$ cat src/rtl/i2c_tgt_pkg.sv
package i2c_tgt_pkg;

    localparam int PTR_W  = 16;
    localparam int BYTE_W = 8;

    typedef enum logic [2:0] {
        PH_IDLE,
        PH_RX,
        PH_ACK,
        PH_TX,
        PH_MACK
    } phase_e;

    typedef enum logic [1:0] {
        RL_DEV,
        RL_PHI,
        RL_PLO,
        RL_WDAT
    } role_e;

endpackage

$ cat src/rtl/i2c_tgt_sync.sv
module i2c_tgt_sync #(
    parameter int STAGES = 2
) (
    input  logic clk,
    input  logic rst_n,
    input  logic scl_in,
    input  logic sda_in,
    output logic scl_s,
    output logic sda_s,
    output logic scl_rise,
    output logic scl_fall,
    output logic bus_start,
    output logic bus_stop
);
    logic [STAGES-1:0] scl_pipe_q, sda_pipe_q;
    logic              scl_prev_q, sda_prev_q;

    always_ff @(posedge clk or negedge rst_n) begin
        if (!rst_n) begin
            scl_pipe_q <= '1;
            sda_pipe_q <= '1;
            scl_prev_q <= 1'b1;
            sda_prev_q <= 1'b1;
        end else begin
            scl_pipe_q <= {scl_pipe_q[STAGES-2:0], scl_in};
            sda_pipe_q <= {sda_pipe_q[STAGES-2:0], sda_in};
            scl_prev_q <= scl_pipe_q[STAGES-1];
            sda_prev_q <= sda_pipe_q[STAGES-1];
        end
    end

    assign scl_s     = scl_pipe_q[STAGES-1];
    assign sda_s     = sda_pipe_q[STAGES-1];
    assign scl_rise  = scl_s & ~scl_prev_q;
    assign scl_fall  = ~scl_s & scl_prev_q;
    assign bus_start = scl_s & scl_prev_q & sda_prev_q & ~sda_s;
    assign bus_stop  = scl_s & scl_prev_q & ~sda_prev_q & sda_s;

endmodule

$ cat src/rtl/i2c_tgt_engine.sv
module i2c_tgt_engine
    import i2c_tgt_pkg::*;
#(
    parameter logic [6:0] DEV_ADDR = 7'h42
) (
    input  logic              clk,
    input  logic              rst_n,
    input  logic              scl_s,
    input  logic              sda_s,
    input  logic              scl_rise,
    input  logic              scl_fall,
    input  logic              bus_start,
    input  logic              bus_stop,
    input  logic              reg_rd_ok,
    input  logic              reg_wr_ok,
    input  logic [BYTE_W-1:0] reg_rd_data,
    output logic              sda_oe,
    output logic [PTR_W-1:0]  reg_addr,
    output logic              reg_wr_en,
    output logic [BYTE_W-1:0] reg_wr_data,
    output logic              reg_rd_en
);
    typedef struct packed {
        phase_e            phase;
        role_e             role;
        logic [3:0]        bits;
        logic [BYTE_W-1:0] shr;
        logic [BYTE_W-1:0] tx;
        logic [PTR_W-1:0]  ptr;
        logic              oe;
        logic              wr_en;
        logic [BYTE_W-1:0] wdat;
        logic              rd_en;
        logic              rd_cap;
        logic              to_tx;
    } eng_t;

    localparam eng_t RESET_VAL = '{
        phase: PH_IDLE, role: RL_DEV, bits: 4'd0, shr: '0, tx: '0,
        ptr: '0, oe: 1'b0, wr_en: 1'b0, wdat: '0, rd_en: 1'b0,
        rd_cap: 1'b0, to_tx: 1'b0
    };

    eng_t s_q, s_d;

    always_comb begin
        s_d        = s_q;
        s_d.wr_en  = 1'b0;
        s_d.rd_en  = 1'b0;
        s_d.rd_cap = s_q.rd_en;
        if (s_q.wr_en || s_q.rd_en) s_d.ptr = s_q.ptr + 1'b1;
        if (s_q.rd_cap)             s_d.tx  = reg_rd_data;

        unique case (s_q.phase)
            PH_RX: begin
                if (scl_rise && s_q.bits != 4'd8) begin
                    s_d.shr  = {s_q.shr[BYTE_W-2:0], sda_s};
                    s_d.bits = s_q.bits + 4'd1;
                end else if (scl_fall && s_q.bits == 4'd8) begin
                    s_d.phase = PH_IDLE;        // default outcome: NACK
                    unique case (s_q.role)
                        RL_DEV: begin
                            if (s_q.shr[7:1] == DEV_ADDR) begin
                                if (!s_q.shr[0]) begin
                                    s_d.phase = PH_ACK; s_d.oe = 1'b1;
                                    s_d.role  = RL_PHI; s_d.to_tx = 1'b0;
                                end else if (reg_rd_ok) begin
                                    s_d.phase = PH_ACK; s_d.oe = 1'b1;
                                    s_d.to_tx = 1'b1;   s_d.rd_en = 1'b1;
                                end
                            end
                        end
                        RL_PHI: begin
                            s_d.ptr[15:8] = s_q.shr;
                            s_d.role  = RL_PLO;
                            s_d.phase = PH_ACK; s_d.oe = 1'b1;
                        end
                        RL_PLO: begin
                            s_d.ptr[7:0] = s_q.shr;
                            s_d.role  = RL_WDAT;
                            s_d.phase = PH_ACK; s_d.oe = 1'b1;
                        end
                        default: begin
                            if (reg_wr_ok) begin
                                s_d.wr_en = 1'b1;
                                s_d.wdat  = s_q.shr;
                                s_d.phase = PH_ACK; s_d.oe = 1'b1;
                            end
                        end
                    endcase
                end
            end
            PH_ACK: begin
                if (scl_fall) begin
                    if (s_q.to_tx) begin
                        s_d.phase = PH_TX;
                        s_d.oe    = ~s_q.tx[7];
                        s_d.tx    = {s_q.tx[6:0], 1'b0};
                        s_d.bits  = 4'd1;
                    end else begin
                        s_d.phase = PH_RX;
                        s_d.oe    = 1'b0;
                        s_d.bits  = 4'd0;
                    end
                end
            end
            PH_TX: begin
                if (scl_fall) begin
                    if (s_q.bits == 4'd8) begin
                        s_d.oe    = 1'b0;
                        s_d.phase = PH_MACK;
                    end else begin
                        s_d.oe   = ~s_q.tx[7];
                        s_d.tx   = {s_q.tx[6:0], 1'b0};
                        s_d.bits = s_q.bits + 4'd1;
                    end
                end
            end
            PH_MACK: begin
                if (scl_rise) begin
                    if (sda_s) begin
                        s_d.phase = PH_IDLE;
                    end else if (reg_rd_ok) begin
                        s_d.rd_en = 1'b1;
                    end else begin
                        s_d.tx  = 8'hFF;
                        s_d.ptr = s_q.ptr + 1'b1;
                    end
                end else if (scl_fall) begin
                    s_d.phase = PH_TX;
                    s_d.oe    = ~s_q.tx[7];
                    s_d.tx    = {s_q.tx[6:0], 1'b0};
                    s_d.bits  = 4'd1;
                end
            end
            default: ;
        endcase

        if (bus_stop) begin
            s_d.phase = PH_IDLE;
            s_d.oe    = 1'b0;
        end
        if (bus_start) begin
            s_d.phase = PH_RX;
            s_d.role  = RL_DEV;
            s_d.bits  = 4'd0;
            s_d.oe    = 1'b0;
        end
    end

    always_ff @(posedge clk or negedge rst_n) begin
        if (!rst_n) s_q <= RESET_VAL;
        else        s_q <= s_d;
    end

    assign sda_oe      = s_q.oe;
    assign reg_addr    = s_q.ptr;
    assign reg_wr_en   = s_q.wr_en;
    assign reg_wr_data = s_q.wdat;
    assign reg_rd_en   = s_q.rd_en;

    assert_drive_scl_low_R10: assert property (@(posedge clk) disable iff (!rst_n)
        $rose(sda_oe) |-> !$past(scl_s));
    assert_wr_permitted_R5: assert property (@(posedge clk) disable iff (!rst_n)
        reg_wr_en |-> reg_wr_ok);
    assert_rd_permitted_R6: assert property (@(posedge clk) disable iff (!rst_n)
        reg_rd_en |-> reg_rd_ok);
    assert_ptr_advance_R4: assert property (@(posedge clk) disable iff (!rst_n)
        (reg_wr_en || reg_rd_en) |=> reg_addr == $past(reg_addr) + 16'd1);
    assert_no_strobe_overlap_R4: assert property (@(posedge clk) disable iff (!rst_n)
        !(reg_wr_en && reg_rd_en));
    assert_oe_only_ack_or_tx_R9: assert property (@(posedge clk) disable iff (!rst_n)
        sda_oe |-> (s_q.phase == PH_ACK || s_q.phase == PH_TX));

endmodule

$ cat src/rtl/i2c_reg_target.sv
module i2c_reg_target #(
    parameter logic [6:0] DEV_ADDR    = 7'h42,
    parameter int         SYNC_STAGES = 2
) (
    input  logic        clk,
    input  logic        rst_n,
    input  logic        scl_i,
    input  logic        sda_i,
    output logic        sda_oe,
    output logic [15:0] reg_addr,
    output logic        reg_wr_en,
    output logic [7:0]  reg_wr_data,
    output logic        reg_rd_en,
    input  logic [7:0]  reg_rd_data,
    input  logic        reg_rd_ok,
    input  logic        reg_wr_ok
);
    logic scl_s, sda_s, scl_rise, scl_fall, bus_start, bus_stop;

    i2c_tgt_sync #(.STAGES(SYNC_STAGES)) u_sync (
        .clk(clk), .rst_n(rst_n), .scl_in(scl_i), .sda_in(sda_i),
        .scl_s(scl_s), .sda_s(sda_s), .scl_rise(scl_rise), .scl_fall(scl_fall),
        .bus_start(bus_start), .bus_stop(bus_stop)
    );

    i2c_tgt_engine #(.DEV_ADDR(DEV_ADDR)) u_engine (
        .clk(clk), .rst_n(rst_n), .scl_s(scl_s), .sda_s(sda_s),
        .scl_rise(scl_rise), .scl_fall(scl_fall),
        .bus_start(bus_start), .bus_stop(bus_stop),
        .reg_rd_ok(reg_rd_ok), .reg_wr_ok(reg_wr_ok), .reg_rd_data(reg_rd_data),
        .sda_oe(sda_oe), .reg_addr(reg_addr), .reg_wr_en(reg_wr_en),
        .reg_wr_data(reg_wr_data), .reg_rd_en(reg_rd_en)
    );

endmodule

$ cat config.mk
export PLATFORM = sky130hd
export DESIGN_NAME = i2c_reg_target
export DESIGN_NICKNAME = d
export VERILOG_FILES = /design/src/rtl/i2c_tgt_pkg.sv /design/src/rtl/i2c_tgt_sync.sv /design/src/rtl/i2c_tgt_engine.sv /design/src/rtl/i2c_reg_target.sv
export SDC_FILE = /design/constraint.sdc
export NUM_CORES = 1
export LEC_CHECK = 0
export ABC_AREA = 1
export BUFFER_PORTS_ARGS = -buffer_cell sky130_fd_sc_hd__buf_2
export CAP_MARGIN = 20
export CORE_ASPECT_RATIO = 1.25
export CORE_MARGIN = 2
export CORE_UTILIZATION = 50
export DETAILED_ROUTE_END_ITERATION = 10
export PLACE_DENSITY = 0.75
export SLEW_MARGIN = 20
export SYNTH_ARGS = -nofsm -noshare
export SYNTH_HDL_FRONTEND = slang
export SYNTH_SLANG_ARGS = --single-unit
export TNS_END_PERCENT = 50
$ cat constraint.sdc
create_clock -name clk -period 2.2 [get_ports clk]
set_input_delay 0.33 -clock clk [delete_from_list [all_inputs] [get_ports clk]]
set_output_delay 0.33 -clock clk [all_outputs]
set_load 0.02 [all_outputs]
# Word-level counts from Yosys, hierarchy flattened
# Index checks and enable logic that the tools add are counted.
# classes
n_reduce_logical	18
n_addsub	2
n_eq_ne	31
mux	69
bitwise	14
# ops
cell	count
$mux 8	9
$mux 27	2
$mux 24	2
$mux 16	2
$pmux 16 s2	1
$mux 9	3
$pmux 8 s3	1
$mux 3	7
$mux 4	5
$ne 4x3->1 const B	5
$mux 1	19
$add 16x1->16 const B	1
$pmux 4 s4	1
$mux 5	3
$ne 3x2->1 const B	5
$mux 12	1
$mux 2	6
$ne 4x4->1 const B	3
$ne 6x6->1 const B	2
$pmux 3 s4	1
$reduce_and 6->1	2
$mux 10	1
$reduce_and 10->1	1
$ne 3x3->1 const B	3
31 further kinds	48
# totals
output_inout_bits	27
register_bits	60

# Logic depth before layout (Yosys ltp)
# Gate-level depths: netlist of run 1.
# logic_depth
depth_word	9
mapped_depth	11
ltp_nobuf	11

# Modules after synthesis
# Synthesis of run 1 repeated with hierarchy kept, for this count alone.
# hier_totals
cells_unflattened	632
hier_area_um2	4226.6
# modules_own_cells
mod	seq_area_each_um2	area_each_um2	cells_per_inst	n_inst
i2c_tgt_engine	1351.3	4027.6	615	1
i2c_tgt_sync	157.7	198.9	17	1

# Worst setup path before layout of run 1
# OpenSTA, ideal clock, no wires.
# synth_timing
path_type	reg-to-reg
startpoint	register u_engine.s_q[45] (netlist name)
endpoint	register u_engine.s_q (netlist bit u_engine.reg_addr[13])
arrival_ns	1.432
path_buffers	1
path_stages_with_launch	11
t_required_ns	2.079
period_less_slack_ns	1.552
path_slack_ns	0.648
path_cell_list	dfrtp_1 inv_1 ha_1 nand3_4 nor2_8 nand2_2 buf_4 o21ai_2 nor2_1 o21ai_1 nand2_1
# synth_rtl
element	line	rtl
start, declared	i2c_tgt_engine.sv:44	eng_t s_q, s_d;
start signal, assigned	i2c_tgt_engine.sv:152	if (!rst_n) s_q <= RESET_VAL;
start signal, assigned	i2c_tgt_engine.sv:153	else s_q <= s_d;

==> flow_summary.ini, run 1 <==
[die]
start_util = 0.511
io_pins = 41
fp.dieW_microns = 85.6
row_count = 37
die_h_microns = 106
die_area_sq_um = 9070
core-area_sq_um = 8150

[status]
status = completed

[timing]
fin_crit_sh = 0.823
slew_headroom = 0.621
max_freq_mhz = 552
rsz0062_at_grt = false
fin_crit_ns = 1.81
tns_ns = 0
finClkSkew_ns = 0.00891
setup_viol = 0
tightestPinTransition_ns = 0.564
final_hold_viol_count = 0
drv_slew = 0

[clock_network]
clock_path_buffers = 2
clk_pin_slew_ns = 0.07
numCtsBuffers = 9
h-tree-depth = 3
clockRootBuffer = clkbuf_8
clkLatencyLatePin_ns = 0.35
cts_tree = yes
post_cts_resized = 0
clock_sinks = 60

[pwr]
total_power_mw = 3.64
intPower_mw = 2.24
power_frac_clock = 0.278
swShare = 0.385
p_comb_frac = 0.309
ir_drop_uv = 384
powerDensity_nw_per_um2 = 817
p_leak_nw = 2.30
p_switching_mw = 1.40
power_frac_seq = 0.413

[synth]
synth_area_leaders = dfrtp_1 32%, nand2_1 15%, o21ai_0 7.0%, nand3_1 5.8%, inv_1 5.8%
yosysMostFrequentCell = nand2_1
seq_area_frac_synth = 0.363
synth_area_sq_um = 4160
synth_flop_cell = dfrtp_1
synth_area_per_cell_sq_um = 7.01
synth_edf_count = 0
synthCells = 594
ys_types = 33
syn_nets = 616
ys_warn_count = 0
yosys_register_bits = 60
yosys-top-cells-count = 166 x nand2_1, 64 x inv_1, 58 x o21ai_0
synth_top_area_cell = dfrtp_1
yosysTopAreaCellShare = 0.325
ys_async_sr_fraction = 1.00

[layout]
area_growth_pct = 7.10
utilization = 0.547
layout-drive-gt1-share = 0.160
n_fill_cell = 797
layout.cells.non_filler = 714
nNetsFinal = 634
diodes = 0

[worst_setup_path]
cp_data_required_time_ns = 2.44
path_max_fanout = 12
critPathArrivalTime_ns = 2.05
cp_cell_sequence = nand2_2 > nor2_8 > nand2_2 > o21ai_0 > nor2_1 > o21ai_0 > nand2_1
slowest_delay_ns = 0.55
crit_path_top_delay_cell = dfstp_2
critPathKind = reg2reg
start_kind = flip-flop
end_kind = flip-flop

[global_route]
antenna_found_initial = 0
grt_usage = 0.234
grt_max_degree = 61
gr-total-overflow = 0
grt_pass1_wl_mm = 16.9
first_global_vias = 3628

[detailed_routing]
drt_iter0_drc = 275
vias = 3837
wl_per_cell_microns = 13.9
drc = 0
ant_nets = 0
dr.pass1.iters = 6
drt-vias-per-instance = 5.37
wl_mm = 9.95

[placement]
dp_hpwl_mm = 7.35
io_buffers = 40
dpl.cell_count = 697
gp_congestion = 0.964

[min_path]
hp-class = in2reg

[run]
cap_violations = 0
-- worst max-delay path: cells and delay by family (launching register included) --
kind               cells  cell delay (ns)
DFF                    1             0.55
AOI/OAI and AO/OA      2             0.45
and+or+nand+nor        5             0.69
-- cell families after synthesis --
family,synth area share
adders and majority gates,0.0241
AOI/OAI and AO/OA,0.158
DFF,0.363
buffers and inverters,0.128
and+or+nand+nor,0.312
xor gates and xnor gates,0.0147
-- cell type report --
class,count,area (sq um),share of cell area
Multi-Input combinational cell,425,2120,0.475
Sequential cell,60,1510,0.339
Inverter,73,274,0.0615
Timing Repair Buffer,43,238,0.0533
Clock buffer,15,166,0.0373
Tap cell,97,121,0.0272
Clock inverter,1,30.0,0.00674
-- placed cells by master (no fill, tap or decap), drive strengths merged --
cell / instances
inv: 73
o31ai: 1
o21ai: 77
nor2: 58
dlygate4sd3: 1
clkbuf: 15
o22ai: 4
dfrtp: 54
a21boi: 1
dfstp: 6
a21oi: 24
buf: 42
o221ai: 2
nand3: 52
xor2: 7
o211ai: 5
nand4: 4
o21bai: 2
bufinv: 1
nand2: 174
ha: 8
nor3: 6
-- metrics by stage --
step	hold WS, ns	setup WS [ns]	area (sq um)
6_report	0.0767	0.390	4460
5_1_grt	0.0564	0.193	4460
4_1_cts	0.0554	0.392	4460
3_5_place_dp	0.350	0.389	4250
3_3_place_gp	0.346	0.410	4250
2_1_floorplan	0.0344	0.648	4160
-- power by group through the flow --
stage / registers (mW) / logic (mW) / clock network (mW)
after floorplan: 1.47 / 0.912 / 0
after global placement: 1.51 / 1.09 / 0
after detailed placement: 1.52 / 1.11 / 0
after CTS: 1.50 / 1.12 / 1.04
after global routing: 1.53 / 1.29 / 1.09
final: 1.50 / 1.12 / 1.01
-- what timing repair did --
| action | 4_1_cts | 5_1_grt |
|---|---|---|
| hold buffers | 1 | 0 |
| buffers inserted | 0 | 0 |
| endpoints found under the hold margin | 54 | 0 |
-- state kept, by name (all words and copies together) (netlist names) --
signal,cells
u_engine.s_q,27
u_engine.reg_addr,16
u_engine.reg_wr_data,8
u_sync.scl_pipe_q,2
u_sync.sda_pipe_q,2
u_engine.reg_rd_en,1
u_engine.reg_wr_en,1
u_engine.sda_oe,1
u_sync.scl_prev_q,1
u_sync.sda_prev_q,1
-- worst paths after layout --
check | cells past startpoint | slack, ns | to | from
max reg2reg | 7 | 0.39 | u_engine.reg_addr[8]$_DFF_PN0_ | u_sync.scl_prev_q$_DFF_PN1_
min reg2reg | 0 | 0.36 | u_sync.sda_pipe_q[1]$_DFF_PN1_ | u_sync.sda_pipe_q[0]$_DFF_PN1_
max in group asynchronous | 3 | 1.37 | u_sync.sda_prev_q$_DFF_PN1_ | rst_n
min | 1 | 0.08 | u_sync.scl_pipe_q[0]$_DFF_PN1_ | scl_i
max | 7 | 0.39 | u_engine.reg_addr[8]$_DFF_PN0_ | u_sync.scl_prev_q$_DFF_PN1_
min in group asynchronous | 3 | 0.52 | u_engine.reg_addr[10]$_DFF_PN0_ | rst_n
-- metal layers --
layer  part of all wire  global-route usage  up-vias
met5                  0                   0        -
met4              0.028               0.117        0
met3              0.055              0.0466       23
met2               0.48               0.379      138
met1               0.43               0.296     1745
li1                   -                   -     1931
Note: power is estimated with default switching activity, not from simulation.
==> run 2: changes to the inputs <==
Settings changed: PLACE_DENSITY 0.75 to 0.78.
Clock period 2.2 ns to 1.6 ns, I/O delays scaled along.
==> run 2 against run 1 <==
The run now ends with negative setup slack left. Clock power rose by 70%. First-iteration DRC count grew 42%. Setup slack lost 0.49 ns. Global-route usage increased by 1.5 points. Hold slack improved by 0.11 ns. Sequential share of layout area decreased by 4.4 points. Combinational power up 91%.
==> flow_summary.ini, run 2 (synthesized netlist as in run 1, its figures left out) <==
[clock_network]
h-tree-depth = 3
clk_pin_slew_ns = 0.07
clkLatencyLatePin_ns = 0.35
clockRootBuffer = clkbuf_8
clock_path_buffers = 2
cts_tree = yes
numCtsBuffers = 9
clock_sinks = 60

[layout]
largest-register = u_engine.s_q
layout-drive-gt1-share = 0.291
mostFrequentLayoutCell = nand2_1
utilization = 0.629
nNetsFinal = 681
n_fill_cell = 684
final_cell_mix = 158 x nand2_1, 58 x inv_1, 52 x dfrtp_1
largest_reg_flops = 27
ff_latch_area_sq_um = 1510
area_growth_pct = 23.1
multiInputGateArea_sq_um = 2340
diodes = 0

[pwr]
powerDensity_nw_per_um2 = 1150
p_leak_nw = 2.60
ir_drop_uv = 884
total_power_mw = 5.90

[placement]
io_buffers = 40
dp_hpwl_mm = 7.91
gp_congestion = 0.908

[worst_setup_path]
critPathArrivalTime_ns = 1.94
cp_cell_sequence = inv_2 > ha_4 > nand3_4 > nor2_8 > nand2_4 > nor3_4 > buf_12 > inv_8 > nand2_1 > o21ai_2
path_max_fanout = 8
cp_data_required_time_ns = 1.84
slowest_delay_ns = 0.39
cp_top_family = simple AND/OR/NAND/NOR gates
end_kind = flip-flop
rr_worst_depth = 10
cp_num_cells = 10
start_kind = flip-flop
critPathKind = reg2reg
crit_path_top_delay_cell = dfrtp_1
crit_buf_inv = 3

[run]
cap_violations = 0

[detailed_routing]
dr.pass1.iters = 8
vias = 4221
drc = 0
drt_iter0_drc = 391
wl_mm = 11.5
ant_nets = 0
wl_per_cell_microns = 15.2
drt-vias-per-instance = 5.55

[timing]
fin_crit_sh = 1.07
slew_headroom = 0.689
drv_slew = 0
tightestPinTransition_ns = 0.466
max_freq_mhz = 587
setup_viol = 23
fin_hold_ws_ns = 0.188
finalWorstSetupSlack_ns = -0.104
final_hold_viol_count = 0
rsz0062_at_grt = true
fin_crit_ns = 1.70
finClkSkew_ns = 0.00964

[die]
core-area_sq_um = 8150
io_pins = 41
row_count = 37
die_h_microns = 106
fp.dieW_microns = 85.6
die_area_sq_um = 9070
start_util = 0.511

[global_route]
antenna_found_initial = 0
grt_pass1_wl_mm = 18.1
grt_max_degree = 61
grt_usage = 0.249
gr-total-overflow = 0
first_global_vias = 3904

[min_path]
min_path_cells = 2
hp-class = in2reg

[status]
violations = negative setup slack
status = complete, but fails checks
-- run 2: cell count changes in the layout (fill, tap and decap cells not counted), moves of 5 or more --
cell / previous run / this run
buf_4: 1 / 41
o21ai_0: 58 / 39
o21ai_1: 8 / 20
nand2_1: 166 / 158
nor2_1: 53 / 45
nand3_1: 48 / 41
inv_1: 64 / 58
nand3_2: 2 / 8
nor2_2: 3 / 8
-- run 2: stage by stage --
stage          TNS, ns  setup slack (ns)  std cells  area [sq um]
3_3_place_gp    -0.504           -0.0911        732          4510
2_1_floorplan        0            0.0475        594          4160
5_1_grt          -3.69            -0.182        761          5120
3_5_place_dp     -2.67            -0.165        732          4510
6_report         -1.27            -0.104        761          5120
4_1_cts         -0.654           -0.0663        752          4840
-- run 2: per-layer routing --
metal | wire length (microns) | share of wire | global-route usage | vias to the layer above
li1 | - | - | - | 2026
met1 | 4670 | 0.40 | 0.315 | 1958
met2 | 5730 | 0.50 | 0.421 | 186
met3 | 667 | 0.058 | 0.0427 | 51
met4 | 469 | 0.041 | 0.0986 | 0
met5 | 0 | 0 | 0 | -
-- run 2: path summary, 6_finish.rpt --
kind                                                 from                                   to  slack (ns)
max in group asynchronous                           rst_n       u_sync.scl_pipe_q[1]$_DFF_PN1_        0.85
min reg2reg                u_sync.sda_pipe_q[0]$_DFF_PN1_       u_sync.sda_pipe_q[1]$_DFF_PN1_        0.36
max reg2reg                  u_engine.s_q[46]$_DFFE_PN0P_  u_engine.reg_wr_data[2]$_DFFE_PN0P_       -0.10
min                                             reg_rd_ok         u_engine.reg_rd_en$_DFF_PN0_        0.19
max                          u_engine.s_q[46]$_DFFE_PN0P_  u_engine.reg_wr_data[2]$_DFFE_PN0P_       -0.10
min in group asynchronous                           rst_n      u_engine.reg_addr[15]$_DFF_PN0_        0.43
-- run 2: report_power, final --
part / leakage [nW] / internal (mW) / switching (mW)
combinational: 1.70 / 0.790 / 1.35
sequential: 0.782 / 1.80 / 0.232
clock: 0.122 / 1.08 / 0.649
total: 2.60 / 3.67 / 2.23
-- run 2: what timing repair did --
action	CTS	global route
resized for setup	19	68
gates cloned	0	2
pin swaps	4	16
hold buffers	3	0
endpoints found under the hold margin	56	0
buffers inserted	1	7
setup endpoints to repair	39	52
-- run 2: layout make-up --
cell class	count	share of cell area
inverters	73	0.0571
flip-flops and latches	60	0.295
clock buffers	10	0.0269
well taps	97	0.0237
clock inverters	6	0.0217
repair inverters	1	0.00122
repair buffers	88	0.117
multi-input cells	426	0.457
